<file path="src/rtl/dma_host_pkg.sv">
package dma_host_pkg;
  localparam int unsigned NUM_CH = 4;
  localparam int unsigned DW     = 8;
  localparam int unsigned CW     = 2 * DW;
  localparam int unsigned CH_W   = $clog2(NUM_CH);
  localparam int unsigned MODE_W = DW - CH_W;

  typedef enum logic [3:0] {
    A_CMD_STAT = 4'h8,
    A_REQ      = 4'h9,
    A_MASK1    = 4'hA,
    A_MODE     = 4'hB,
    A_PTR      = 4'hC,
    A_MCLR_TMP = 4'hD,
    A_MASKCLR  = 4'hE,
    A_MASKALL  = 4'hF
  } reg_addr_e;
endpackage

</file>
<file path="src/rtl/dma_host_decode.sv">
module dma_host_decode (
  input  logic       clk_i,
  input  logic       rst_ni,
  input  logic       cs_ni,
  input  logic       ior_ni,
  input  logic       iow_ni,
  input  logic [3:0] addr_i,
  output logic       rd_act_o,
  output logic       wr_stb_o,
  output logic       rd_end_o,
  output logic [3:0] rd_addr_o
);
  logic wr_act, wr_q, rd_q;

  assign rd_act_o = !cs_ni && !ior_ni && iow_ni;
  assign wr_act   = !cs_ni && !iow_ni && ior_ni;
  assign wr_stb_o = wr_act && !wr_q;
  // read side effects land when the strobe goes away
  assign rd_end_o = rd_q && !rd_act_o;

  always_ff @(posedge clk_i or negedge rst_ni) begin
    if (!rst_ni) begin
      wr_q      <= 1'b0;
      rd_q      <= 1'b0;
      rd_addr_o <= '0;
    end else begin
      wr_q <= wr_act;
      rd_q <= rd_act_o;
      if (rd_act_o) rd_addr_o <= addr_i;
    end
  end
endmodule

</file>
<file path="src/rtl/dma_host_word.sv">
module dma_host_word #(
  parameter int unsigned DW = 8,
  localparam int unsigned CW = 2 * DW
) (
  input  logic          clk_i,
  input  logic          rst_ni,
  input  logic          wr_i,
  input  logic          hi_i,
  input  logic [DW-1:0] data_i,
  output logic [CW-1:0] base_o,
  output logic [CW-1:0] cur_o
);
  always_ff @(posedge clk_i or negedge rst_ni) begin
    if (!rst_ni) begin
      base_o <= '0;
      cur_o  <= '0;
    end else if (wr_i) begin
      if (hi_i) begin
        base_o[CW-1:DW] <= data_i;
        cur_o[CW-1:DW]  <= data_i;
      end else begin
        base_o[DW-1:0] <= data_i;
        cur_o[DW-1:0]  <= data_i;
      end
    end
  end
endmodule

</file>
<file path="src/rtl/dma_host_ctrl.sv">
module dma_host_ctrl
  import dma_host_pkg::*;
(
  input  logic                         clk_i,
  input  logic                         rst_ni,
  input  logic                         wr_stb_i,
  input  logic [3:0]                   wr_addr_i,
  input  logic                         rd_end_i,
  input  logic [3:0]                   rd_addr_i,
  input  logic [DW-1:0]                wdata_i,
  input  logic [NUM_CH-1:0]            tc_i,
  input  logic                         tmp_ld_i,
  input  logic [DW-1:0]                tmp_data_i,
  output logic                         ptr_o,
  output logic [DW-1:0]                cmd_o,
  output logic [NUM_CH-1:0]            mask_o,
  output logic [NUM_CH-1:0]            req_o,
  output logic [NUM_CH-1:0]            tc_o,
  output logic [DW-1:0]                tmp_o,
  output logic [DW-1:0]                mode_rd_o
);
  logic [NUM_CH-1:0][MODE_W-1:0] mode_q;
  logic [CH_W-1:0]               mcnt_q;
  logic [CH_W-1:0]               wsel;

  assign wsel      = wdata_i[CH_W-1:0];
  assign mode_rd_o = {mode_q[mcnt_q], mcnt_q};

  always_ff @(posedge clk_i or negedge rst_ni) begin
    if (!rst_ni) begin
      ptr_o  <= 1'b0;
      cmd_o  <= '0;
      mask_o <= '1;
      req_o  <= '0;
      tc_o   <= '0;
      tmp_o  <= '0;
      mode_q <= '0;
      mcnt_q <= '0;
    end else begin
      // terminal count events win over a clearing status read
      if (rd_end_i && rd_addr_i == A_CMD_STAT) tc_o <= tc_i;
      else                                     tc_o <= tc_o | tc_i;
      if (tmp_ld_i) tmp_o <= tmp_data_i;

      if (rd_end_i) begin
        if (!rd_addr_i[3]) ptr_o <= !ptr_o;
        else begin
          case (rd_addr_i)
            A_MODE:    mcnt_q <= mcnt_q + 1'b1;
            A_PTR:     ptr_o  <= 1'b1;
            A_MASKCLR: mcnt_q <= '0;
            default: ;
          endcase
        end
      end

      if (wr_stb_i) begin
        if (!wr_addr_i[3]) ptr_o <= !ptr_o;
        else begin
          case (wr_addr_i)
            A_CMD_STAT: cmd_o <= wdata_i;
            A_REQ:      req_o[wsel] <= wdata_i[CH_W];
            A_MASK1:    mask_o[wsel] <= wdata_i[CH_W];
            A_MODE:     mode_q[wsel] <= wdata_i[DW-1:CH_W];
            A_PTR:      ptr_o <= 1'b0;
            A_MCLR_TMP: begin
              ptr_o  <= 1'b0;
              cmd_o  <= '0;
              mask_o <= '1;
              req_o  <= '0;
              tc_o   <= '0;
              tmp_o  <= '0;
              mcnt_q <= '0;
            end
            A_MASKCLR:  mask_o <= '0;
            A_MASKALL:  mask_o <= wdata_i[NUM_CH-1:0];
            default: ;
          endcase
        end
      end
    end
  end
endmodule

</file>
<file path="src/rtl/dma_host_regs.sv">
module dma_host_regs
  import dma_host_pkg::*;
(
  input  logic                 clk_i,
  input  logic                 rst_ni,
  input  logic                 cs_ni,
  input  logic                 ior_ni,
  input  logic                 iow_ni,
  input  logic [3:0]           addr_i,
  input  logic [DW-1:0]        wdata_i,
  output logic [DW-1:0]        rdata_o,
  input  logic [NUM_CH-1:0]    tc_i,
  input  logic                 tmp_ld_i,
  input  logic [DW-1:0]        tmp_data_i,
  output logic [NUM_CH-1:0]    mask_o,
  output logic [NUM_CH-1:0]    req_o,
  output logic [DW-1:0]        cmd_o,
  output logic [NUM_CH*CW-1:0] base_addr_o,
  output logic [NUM_CH*CW-1:0] base_cnt_o
);
  localparam int unsigned NW    = 2 * NUM_CH;
  localparam int unsigned WSEL_W = $clog2(NW);

  logic                rd_act, wr_stb, rd_end, ptr;
  logic [3:0]          rd_addr;
  logic [NUM_CH-1:0]   tc;
  logic [DW-1:0]       tmp, mode_rd, status;
  logic [NW-1:0][CW-1:0] cur_w, base_w;
  logic [CW-1:0]       sel_w;

  dma_host_decode u_dec (
    .clk_i, .rst_ni, .cs_ni, .ior_ni, .iow_ni, .addr_i,
    .rd_act_o (rd_act),
    .wr_stb_o (wr_stb),
    .rd_end_o (rd_end),
    .rd_addr_o(rd_addr)
  );

  dma_host_ctrl u_ctrl (
    .clk_i, .rst_ni,
    .wr_stb_i  (wr_stb),
    .wr_addr_i (addr_i),
    .rd_end_i  (rd_end),
    .rd_addr_i (rd_addr),
    .wdata_i,
    .tc_i,
    .tmp_ld_i,
    .tmp_data_i,
    .ptr_o     (ptr),
    .cmd_o,
    .mask_o,
    .req_o,
    .tc_o      (tc),
    .tmp_o     (tmp),
    .mode_rd_o (mode_rd)
  );

  for (genvar j = 0; j < NW; j++) begin : g_word
    dma_host_word #(.DW(DW)) u_word (
      .clk_i, .rst_ni,
      .wr_i  (wr_stb && !addr_i[3] && addr_i[WSEL_W-1:0] == WSEL_W'(j)),
      .hi_i  (ptr),
      .data_i(wdata_i),
      .base_o(base_w[j]),
      .cur_o (cur_w[j])
    );
  end

  for (genvar c = 0; c < NUM_CH; c++) begin : g_out
    assign base_addr_o[c*CW +: CW] = base_w[2*c];
    assign base_cnt_o[c*CW +: CW]  = base_w[2*c+1];
  end

  assign status = {req_o, tc};
  assign sel_w  = cur_w[addr_i[WSEL_W-1:0]];

  always_comb begin
    rdata_o = '0;
    if (rd_act) begin
      if (!addr_i[3]) rdata_o = ptr ? sel_w[CW-1:DW] : sel_w[DW-1:0];
      else begin
        case (addr_i)
          A_CMD_STAT: rdata_o = status;
          A_REQ:      rdata_o = DW'(req_o);
          A_MASK1:    rdata_o = cmd_o;
          A_MODE:     rdata_o = mode_rd;
          A_MCLR_TMP: rdata_o = tmp;
          A_MASKALL:  rdata_o = DW'(mask_o);
          default:    rdata_o = '0;
        endcase
      end
    end
  end
endmodule

</file>
<file path="config.mk">
export PLATFORM = sky130hd
export DESIGN_NAME = dma_host_regs
export DESIGN_NICKNAME = d
export VERILOG_FILES = /design/src/rtl/dma_host_pkg.sv /design/src/rtl/dma_host_decode.sv /design/src/rtl/dma_host_word.sv /design/src/rtl/dma_host_ctrl.sv /design/src/rtl/dma_host_regs.sv
export SDC_FILE = /design/constraint.sdc
export NUM_CORES = 1
export LEC_CHECK = 0
export BUFFER_PORTS_ARGS = -buffer_cell sky130_fd_sc_hd__buf_2
export CORE_MARGIN = 3
export CORE_UTILIZATION = 48
export CTS_CLUSTER_SIZE = 30
export DETAILED_ROUTE_END_ITERATION = 6
export GPL_ROUTABILITY_DRIVEN = 0
export GPL_TIMING_DRIVEN = 0
export PLACE_DENSITY = 0.68
export SYNTH_ARGS = -nofsm -noshare
export SYNTH_HDL_FRONTEND = slang
export SYNTH_SLANG_ARGS = --single-unit
</file>
<file path="constraint.sdc">
create_clock -name clk_i -period 2.7 [get_ports clk_i]
set_clock_uncertainty 0.1 [all_clocks]
set_input_delay 0.27 -clock clk_i [delete_from_list [all_inputs] [get_ports clk_i]]
set_output_delay 0.27 -clock clk_i [all_outputs]
set_load 0.02 [all_outputs]
</file>
==> reports/metrics.cfg, run 1 <==
[global_routing]
grt.overflow.total=0
grt_pass1_vias=7310
grt_antenna_before_repair=0
grt_start_max_net_pins=98
grt_usage_pct=28.0
grt_pass1_wl_mm=44.9

[synth]
yosys-top-cells-count=185 x dfrtp_1, 163 x mux2_2, 40 x mux4_2, 35 x nand2_1, 26 x nor2_1
synth-async-reset-ratio_pct=100
syn_inst=673
synth_edf_count=0
synth_top_area_share_pct=49.9
ys_types=58
yosysSeqAreaShare_pct=51.1
yosys.area.top_type=dfrtp_1
synth_fp_nets=703
yosys_warnings=0
synth_area_leaders=dfrtp_1 50%, mux2_2 20%, mux4_2 9.7%, a22o_1 1.5%, mux2i_1 1.5%
synth_area_per_cell_um2=13.8
ys.flop_type=dfrtp_1
yosysMostFrequentCell=dfrtp_1
synth_area_um2=9270
synth-seq-cells=189

[critical_path]
startpoint_type=flop
cp-endpoint=rdata_o[7]
cp_data_arrival_time_ns=2.47
cp-startpoint=g_word[3].u_word.base_o[15]
r2r-end=g_word[0].u_word.cur_o[4]
path_class=flop to output port
critPathMaxFanout=2
worstPathRequired_ns=2.33
r2r-start=u_dec.wr_q
crit_path_end_kind=output port
regToRegSetupSlack_ns=0.18
r2r_cells=4

[layout]
area_growth_pct=23.8
layout-drive-gt1-share_pct=52.9
fin_nets=934
seqCellArea_um2=4740
antenna_cells=0
final_cell_area_um2=11500
instances_no_fill=1177
fill_cells=1500
multi_input_comb_area_um2=4250
final_util_pct=61.0

[status]
status=finished, violations left
violations=negative hold slack, negative setup slack

[sta]
finalCritPeriodShare_pct=105
hold_viol=1
finalSetupViolCount=3
slew_violations=0
setup_tns_ns=-0.362
fin_hold_ws_ns=-0.00565
rsz0062_at_grt=true
setup_ws_ns=-0.140
period_minus_slack_ns=2.84
max_freq_mhz=352
max_slew.worst_pin.slew_ns=0.769
slew_headroom_pct=48.3

[route]
drt_pass1_iterations=6
drc=0
routed_wl_mm=29.5
wl_per_cell_um=25.0
dr.first_iter.drc_count=736
via_per_inst=5.97
via_count=7032
antenna_left=0

[floorplan]
die_h_um=145
die_w_um=145
io_pins=182
die_area_um2=21000
start_util_pct=49.2
coreArea_um2=18800
rows=50

[cts]
cts_tree=built
clkSlewWorstSetupHoldPaths_ns=0.08
cts.sinks=189
cts_htree_levels=4
clk_latency_ns=0.44
clk_path_buf_depth=2
root_buffer=clkbuf_16
cts_made_buffers=17

[power]
pwr_density_cell_nw_per_um2=671
vdd_drop_max_v=0.000454
leakagePower_nw=5.77
p_total_mw=7.70

[placement]
dp_hpwl_mm=21.0
dp.cells=1112
port_buffers=178
placed_cell_area_um2=10500

[worst_hold_path]
hold_path.class=input port to flop

[job]
drv_cap=0

-- power by group --
group / internal, mW / switching, mW / leakage [nW]
Clock: 1.24 / 1.26 / 0.281
Sequential: 3.14 / 0.272 / 2.52
Combinational: 0.778 / 1.01 / 2.97
-- sequential cells by signal, summed over array words and instances, names as in the netlist --
register              flops
g_word.u_word.base_o     80
g_word.u_word.cur_o      48
u_ctrl.mode_q            24
u_ctrl.cmd_o              8
u_ctrl.tmp_o              8
u_ctrl.mask_o             4
u_ctrl.req_o              4
u_ctrl.tc_o               4
u_dec.rd_addr_o           4
u_ctrl.mcnt_q             2
u_ctrl.ptr_o              1
u_dec.rd_q                1
u_dec.wr_q                1
-- layout make-up --
cell class                      instances  share of cell area (%)
Multi-Input combinational cell        428                    37.0
Tap cell                              260                    2.83
Clock buffer                           18                    3.74
Clock inverter                         14                    1.31
Buffer                                 49                    2.86
Sequential cell                       189                    41.3
Inverter                                6                   0.196
Timing Repair Buffer                  213                    10.8
-- metal layers --
metal | global-route usage [%] | vias to the layer above | share of wire, %
met3 | 6.84 | 62 | 8.4
li1 | - | 2961 | -
met4 | 10.7 | 0 | 3.2
met1 | 38.2 | 3653 | 41
met5 | 0 | - | 0
met2 | 43.8 | 356 | 47
-- through the flow --
stage / hold WS (ns) / worst slack (ns)
after floorplan: -0.126 / 0.581
final: -0.00565 / -0.140
after global placement: 0.370 / -1.59
after detailed placement: 0.232 / -0.345
after global routing: 0.00550 / -0.186
after CTS: 0.00429 / -0.0926
-- critical path, cell delays in order (launching register included) --
cell      delay, ns
dfrtp_1        0.39
mux4_2         0.52
mux2_4         0.28
a222oi_1       0.48
a21oi_1        0.17
buf_4          0.18
-- placed cells by master, fill, tap and decap left out, drive strengths merged, types with 3 or more instances in the layout --
cell type    netlist  final
a21oi             11     11
dfrtp            185    185
inv                6     13
dlygate4sd3        0     15
nor2b              8      8
a22o              16     16
nand2             35     35
dfstp              4      4
dlygate4sd1        7      7
a222oi             3      3
nand3             18     18
and3               4      4
nor3               7      7
o21ai             21     21
a221oi             3      3
and2               3      3
mux2i             14     14
clkinv             0      6
a31oi              3      3
and3b              3      3
nor3b              4      4
nor2              30     30
mux2             169    169
buf               22    218
nand4              3      3
clkbuf            20     39
nand2b             7      7
nand3b             4      4
mux4              40     40
-- kinds of logic after synthesis --
logic type	Yosys count	share of synthesized area (%)
compound gates	70	5.24
buf+inv	56	3.51
simple gates	134	8.32
mux	223	31.8
xor+xnor	1	0.0945
flops	189	51.1
-- repair_timing --
item | 4_1_cts | 5_1_grt
endpoints found under the hold margin | 105 | 0
setup buffers | 18 | 1
hold buffers | 15 | 0
resized for setup | 18 | 7
pin swaps | 6 | 4
setup endpoints to repair | 8 | 8
-- worst min path at each step --
stage / from / endpoint / slack (ns) / cells past startpoint
3_5_place_dp: rst_ni / u_ctrl.tmp_o[6] / 0.23 / 1
4_1_cts: tmp_data_i[4] / u_ctrl.tmp_o[4] / 0.004 / 3
2_1_floorplan: rst_ni / g_word[0].u_word.base_o[10] / -0.13 / 0
6_report: tmp_data_i[4] / u_ctrl.tmp_o[4] / -0.006 / 3
5_1_grt: wdata_i[4] / g_word[2].u_word.base_o[4] / 0.005 / 2
3_3_place_gp: u_ctrl.mode_q[19] / u_ctrl.mode_q[19] / 0.37 / 1
Power figures use the tool's default switching activity.
==> inputs of run 2 (changes only) <==
- RECOVER_POWER: unset -> 25
==> run 2 against run 1 <==
  * Worst hold slack got worse by 0.0019 ns
  * Die area did not move
  * Core utilization decreased by 0.27 points
  * The flow finishes with violations (negative hold slack, max-capacitance violations, max-slew violations, negative setup slack)
  * Via count is 0.44% higher
  * Combinational power barely moved
  * Final cell count unchanged
  * Wire length barely moved
  * Sequential power about the same
  * Clock-buffer cell count is the same
  * Setup slack got worse by 0.021 ns
  * Global-route usage stayed put
  * Largest power group unchanged
==> reports/metrics.cfg, run 2 (synthesis gave the netlist of run 1 again) <==
[critical_path]
worst-path-stages=5
critPathMaxStageDelay_ns=0.52
cp_data_arrival_time_ns=2.49
cp_top_family=multiplexers
worstPathRequired_ns=2.33
crit_path_end_kind=output port
path_class=flop to output port
path_cells=mux4_2 > mux2_4 > a222oi_1 > a21oi_1 > buf_4
regToRegSetupSlack_ns=0.19
cp-endpoint=rdata_o[7]
startpoint_type=flop
critPathMaxFanout=2
r2r-start=u_dec.wr_q
cp-startpoint=g_word[3].u_word.base_o[15]
r2r_cells=4
cpMaxStageDelayCell=mux4_2
r2r-end=g_word[0].u_word.cur_o[4]
worst-path-buf-inv=1

[floorplan]
die_h_um=145
start_util_pct=49.2
rows=50
die_area_um2=21000
die_w_um=145
io_pins=182
coreArea_um2=18800

[sta]
rsz0062_at_grt=true
max_freq_mhz=350
finalCritPeriodShare_pct=106
hold_viol=1
slew_headroom_pct=-46.3
max_slew.worst_pin.slew_ns=2.19
finalSetupViolCount=3
slew_violations=97
period_minus_slack_ns=2.86
setup_ws_ns=-0.160
fin_hold_ws_ns=-0.00757

[job]
drv_cap=1

[layout]
mostFrequentLayoutCells=184 x dfrtp_1, 161 x mux2_2, 151 x buf_2
regMostFlops=g_word.u_word.base_o
instances_no_fill=1177
antenna_cells=0
largest_register_ffs=80
area_growth_pct=23.3
fill_cells=1510
mostFrequentLayoutCell=dfrtp_1
layout-drive-gt1-share_pct=49.4
largestRegisters=g_word.u_word.base_o x80, g_word.u_word.cur_o x48, u_ctrl.mode_q x24
fin_nets=934

[placement]
pre_cts_slack_ns=-0.345
dp_hpwl_mm=21.0
port_buffers=178
dp.cells=1112

[power]
leakagePower_nw=5.64
pwr_density_cell_nw_per_um2=672
swShare_pct=33.1
pwr-share-seq_pct=44.5
p_int_mw=5.14
clockPowerShare_pct=32.5
netSwitchingPower_mw=2.54
comb_power_share_pct=23.0
vdd_drop_max_v=0.000456

[route]
drt_pass1_iterations=5
antenna_left=0
via_count=7063
routed_wl_mm=29.5
via_per_inst=6.00
dr.first_iter.drc_count=736
drc=0
wl_per_cell_um=25.0

[cts]
cts.sinks=189
cts_htree_levels=4
cts_tree=built
clkSlewWorstSetupHoldPaths_ns=0.08
clk_latency_ns=0.44
root_buffer=clkbuf_16
clk_path_buf_depth=2
cts_made_buffers=17

[global_routing]
grt_pass1_vias=7310
grt_pass1_wl_mm=44.9
grt_antenna_before_repair=0
grt_usage_pct=28.0
grt.overflow.total=0
grt_start_max_net_pins=98

[worst_hold_path]
hold_path.class=input port to flop

[status]
status=finished, violations left
violations=negative hold slack, max-capacitance violations, max-slew violations, negative setup slack

==> run 2: metal layers <==
layer / up-vias / GRT usage [%] / wire length, um
li1: 2950 / - / -
met1: 3701 / 38.2 / 12100
met2: 356 / 43.8 / 13900
met3: 56 / 6.84 / 2560
met4: 0 / 10.7 / 913
met5: - / 0 / 0
==> run 2: worst register-to-register path: stages, from the launching register on <==
cell and delay [ns]:
dfrtp_1 0.40, nor3b_1 0.45, nand3b_2 0.36, nor4_4 0.67, mux2_2 0.42
==> run 2: power groups by stage <==
stage	sequential [mW]	combinational, mW	clock (mW)
3_3_place_gp	3.43	1.64	0
3_5_place_dp	3.45	1.67	0
5_1_grt	3.45	1.87	2.63
6_report	3.42	1.77	2.50
4_1_cts	3.40	1.76	2.52
2_1_floorplan	3.69	0.740	0
==> run 2: how the worst min path moves through the flow <==
stage                             endpoint               from  cells past startpoint  slack, ns
2_1_floorplan  g_word[0].u_word.base_o[10]             rst_ni                      0      -0.13
3_3_place_gp             u_ctrl.mode_q[19]  u_ctrl.mode_q[19]                      1       0.37
3_5_place_dp               u_ctrl.tmp_o[6]             rst_ni                      1       0.23
4_1_cts                    u_ctrl.tmp_o[4]      tmp_data_i[4]                      3      0.004
5_1_grt         g_word[2].u_word.base_o[4]         wdata_i[4]                      2      0.005
6_report                   u_ctrl.tmp_o[4]      tmp_data_i[4]                      3     -0.008
==> run 2: area by class of cell <==
type / count / area [um2] / area share [%]
clock buffers: 18 / 429 / 3.76
multi-input cells: 428 / 4250 / 37.2
inverters: 6 / 22.5 / 0.197
flip-flops and latches: 189 / 4740 / 41.4
plain buffers: 49 / 327 / 2.86
clock inverters: 14 / 150 / 1.31
well taps: 260 / 325 / 2.85
repair buffers: 213 / 1190 / 10.4
==> run 2: per-stage QoR <==
stage | TNS (ns) | area, um2 | power, mW | util, % | hold WS, ns
after CTS | -0.232 | 11400 | 7.68 | 60.7 | 0.00429
after detailed placement | -2.18 | 10500 | 5.12 | 55.9 | 0.232
after floorplan | 0 | 9270 | 4.43 | - | -0.126
after global placement | -296.24 | 10500 | 5.06 | 55.7 | 0.370
final | -0.439 | 11400 | 7.68 | 60.7 | -0.00757
after global routing | -11.16 | 11400 | 7.95 | 60.7 | 0.00550
==> run 2: repair_timing <==
item | in CTS | in global routing
endpoints found under the hold margin | 105 | 0
endpoints found under the setup margin | 8 | 8
setup buffers | 18 | 1
resized for setup | 18 | 7
pin swaps | 6 | 4
hold buffers | 15 | 0
==> inputs of run 3 (changes only) <==
- ABC_AREA: unset -> 1
- GPL_TIMING_DRIVEN: 0 -> unset
==> run 3 against run 2 <==
  * The run now ends clean
  * Cell area is 2.5% lower
  * Worst hold slack better by 0.083 ns
  * Die area is essentially flat
  * Global-route usage is 0.84 points higher
  * Sequential share of layout area up 1.1 points
  * Total power rose by 7.6%
==> reports/metrics.cfg, run 3 <==
[sta]
rsz0062_at_grt=false
setup_tns_ns=0
max_freq_mhz=395
max_slew.worst_pin.slew_ns=1.09
slew_violations=0
finalCritPeriodShare_pct=93.8
setup_ws_ns=0.168
slew_headroom_pct=27.3
period_minus_slack_ns=2.53
finalSetupViolCount=0
hold_viol=0

[route]
via_count=8913
antenna_left=0
wirelength_met1_mm=13.5
wl_met2_mm=13.4
dr.first_iter.drc_count=950
drt_pass1_iterations=5
wl_per_cell_um=18.1
routed_wl_mm=30.6
wl_met3_mm=2.98
top_layer=met5
drc=0
via_per_inst=5.28

[synth]
synth-xor-area-share_pct=0.0945
yosys.area.top_type=dfrtp_1
yosysSeqAreaShare_pct=51.1
synth-simple-area-share_pct=27.1
synth_area_leaders=dfrtp_1 50%, nand2_1 12%, nor2_1 10%, o21ai_0 7.1%, inv_1 4.9%
synth-async-reset-ratio_pct=100
yosys.area_share.adder_pct=0
yosysMostFrequentCell=nand2_1
synth_area_um2=9270
yosys-top-cells-count=305 x nand2_1, 248 x nor2_1, 185 x dfrtp_1, 132 x o21ai_0, 121 x inv_1
synth-seq-cells=189
ys.flop_type=dfrtp_1
synth_area_per_cell_um2=7.53
syn_inst=1232
synth_fp_nets=1262
synth_edf_count=0
yosys_warnings=0
ys_types=36
synth_mux_area_share_pct=0
synth_top_family_by_area=simple AND/OR/NAND/NOR gates
synth-compound-area-share_pct=13.6
synth_top_area_share_pct=49.9

[layout]
fill_cells=1778
mostFrequentLayoutCells=305 x nand2_1, 248 x nor2_1, 184 x dfrtp_1
largest_register_ffs=80
mostFrequentLayoutCell=nand2_1
layout-drive-gt1-share_pct=18.7
area_growth_pct=20.1
antenna_cells=0
fin_nets=1447
largestRegisters=g_word.u_word.base_o x80, g_word.u_word.cur_o x48, u_ctrl.mode_q x24
regMostFlops=g_word.u_word.base_o

[global_routing]
grt_pass1_vias=8094
grt_antenna_before_repair=1
grt.overflow.total=0
grt_pass1_wl_mm=47.3
grt_start_max_net_pins=58
grt_usage_pct=28.8

[worst_hold_path]
hold_path.class=input port to flop
worstHoldStart=tmp_ld_i

[cts]
cts_made_buffers=17
postCtsSetupRepairBufs=0
cts_tree=built
cts.sinks=189
clk_latency_ns=0.43
cts_htree_levels=4
root_buffer=clkbuf_16
clk_path_buf_depth=2
clkSlewWorstSetupHoldPaths_ns=0.07

[floorplan]
die_w_um=145
coreArea_um2=18800
die_area_um2=21000
rows=50
die_h_um=145
start_util_pct=49.2
io_pins=182

[critical_path]
r2r-start=u_dec.wr_q
regToRegSetupSlack_ns=0.67
crit_path_end_kind=output port
path_class=input port to output port
worstPathRequired_ns=2.33
cp-startpoint=iow_ni
critPathMaxFanout=8
cp_data_arrival_time_ns=2.16
startpoint_type=input port

[status]
status=completed

[power]
pwr_density_cell_nw_per_um2=742
vdd_drop_max_v=0.000505
leakagePower_nw=5.89

[placement]
port_buffers=181
dp_hpwl_mm=22.4
pre_cts_slack_ns=0.295

[job]
drv_cap=0

## run 3: routing by layer
layer,up-vias,GRT usage [%]
li1,4257,-
met1,4132,42.9
met2,474,42.4
met3,48,6.93
met4,2,7.84
met5,-,0
## run 3: final cells by class
class	count	area, um2	area share, %
tap	260	325	2.92
inverter	124	465	4.18
sequential	189	4740	42.5
timing repair buffer	222	1260	11.3
clock inverter	11	120	1.08
multi-input combinational	863	3790	34.0
clock buffer	18	439	3.94
## run 3: through the flow
stage	utilization, %	power, mW	instance area [um2]	hold slack, ns	instances
final	59.1	8.27	11100	0.0750	1687
after global routing	59.1	8.66	11100	0.0796	1687
after CTS	59.3	8.27	11200	0.0639	1687
after detailed placement	55.5	5.81	10500	0.126	1643
after global placement	55.5	5.78	10500	0.129	1643
after floorplan	-	4.92	9270	-0.126	1232
## run 3: worst max-delay path, stage by stage
cell and delay, ns:
dlygate4sd3_1 0.52, buf_2 0.12, inv_1 0.04, nor3_2 0.21, inv_2 0.14, a31oi_2 0.34, a21oi_1 0.14, nor2_1 0.18
buf_2 0.20
## run 3: path summary, 6_finish.rpt
path / end / cells after the start
worst min-delay path: u_ctrl.tmp_o[1] / 3
max in group asynchronous: u_ctrl.cmd_o[7] / 3
worst max-delay path: rdata_o[1] / 9
worst max register to register: g_word[2].u_word.base_o[4] / 4
min in group asynchronous: g_word[7].u_word.cur_o[12] / 2
worst min register to register: u_ctrl.cmd_o[3] / 2
## run 3: kinds of logic after synthesis
kind of cell	Yosys count
DFF	189
buffers and inverters	180
xor gates and xnor gates	1
and+or+nand+nor	620
AOI/OAI and AO/OA	242
## run 3: power breakdown
part           switching (mW)  total [mW]  internal [mW]  leakage [nW]
registers               0.446        3.70           3.25          2.33
logic                    1.40        2.09          0.692          3.29
clock network            1.10        2.47           1.37         0.270
## run 3: what timing repair did
| action | CTS | global route |
|---|---|---|
| endpoints found under the setup margin | 0 | 2 |
| gates resized for setup | 0 | 1 |
| hold buffers | 15 | 0 |
| endpoints found under the hold margin | 55 | 0 |
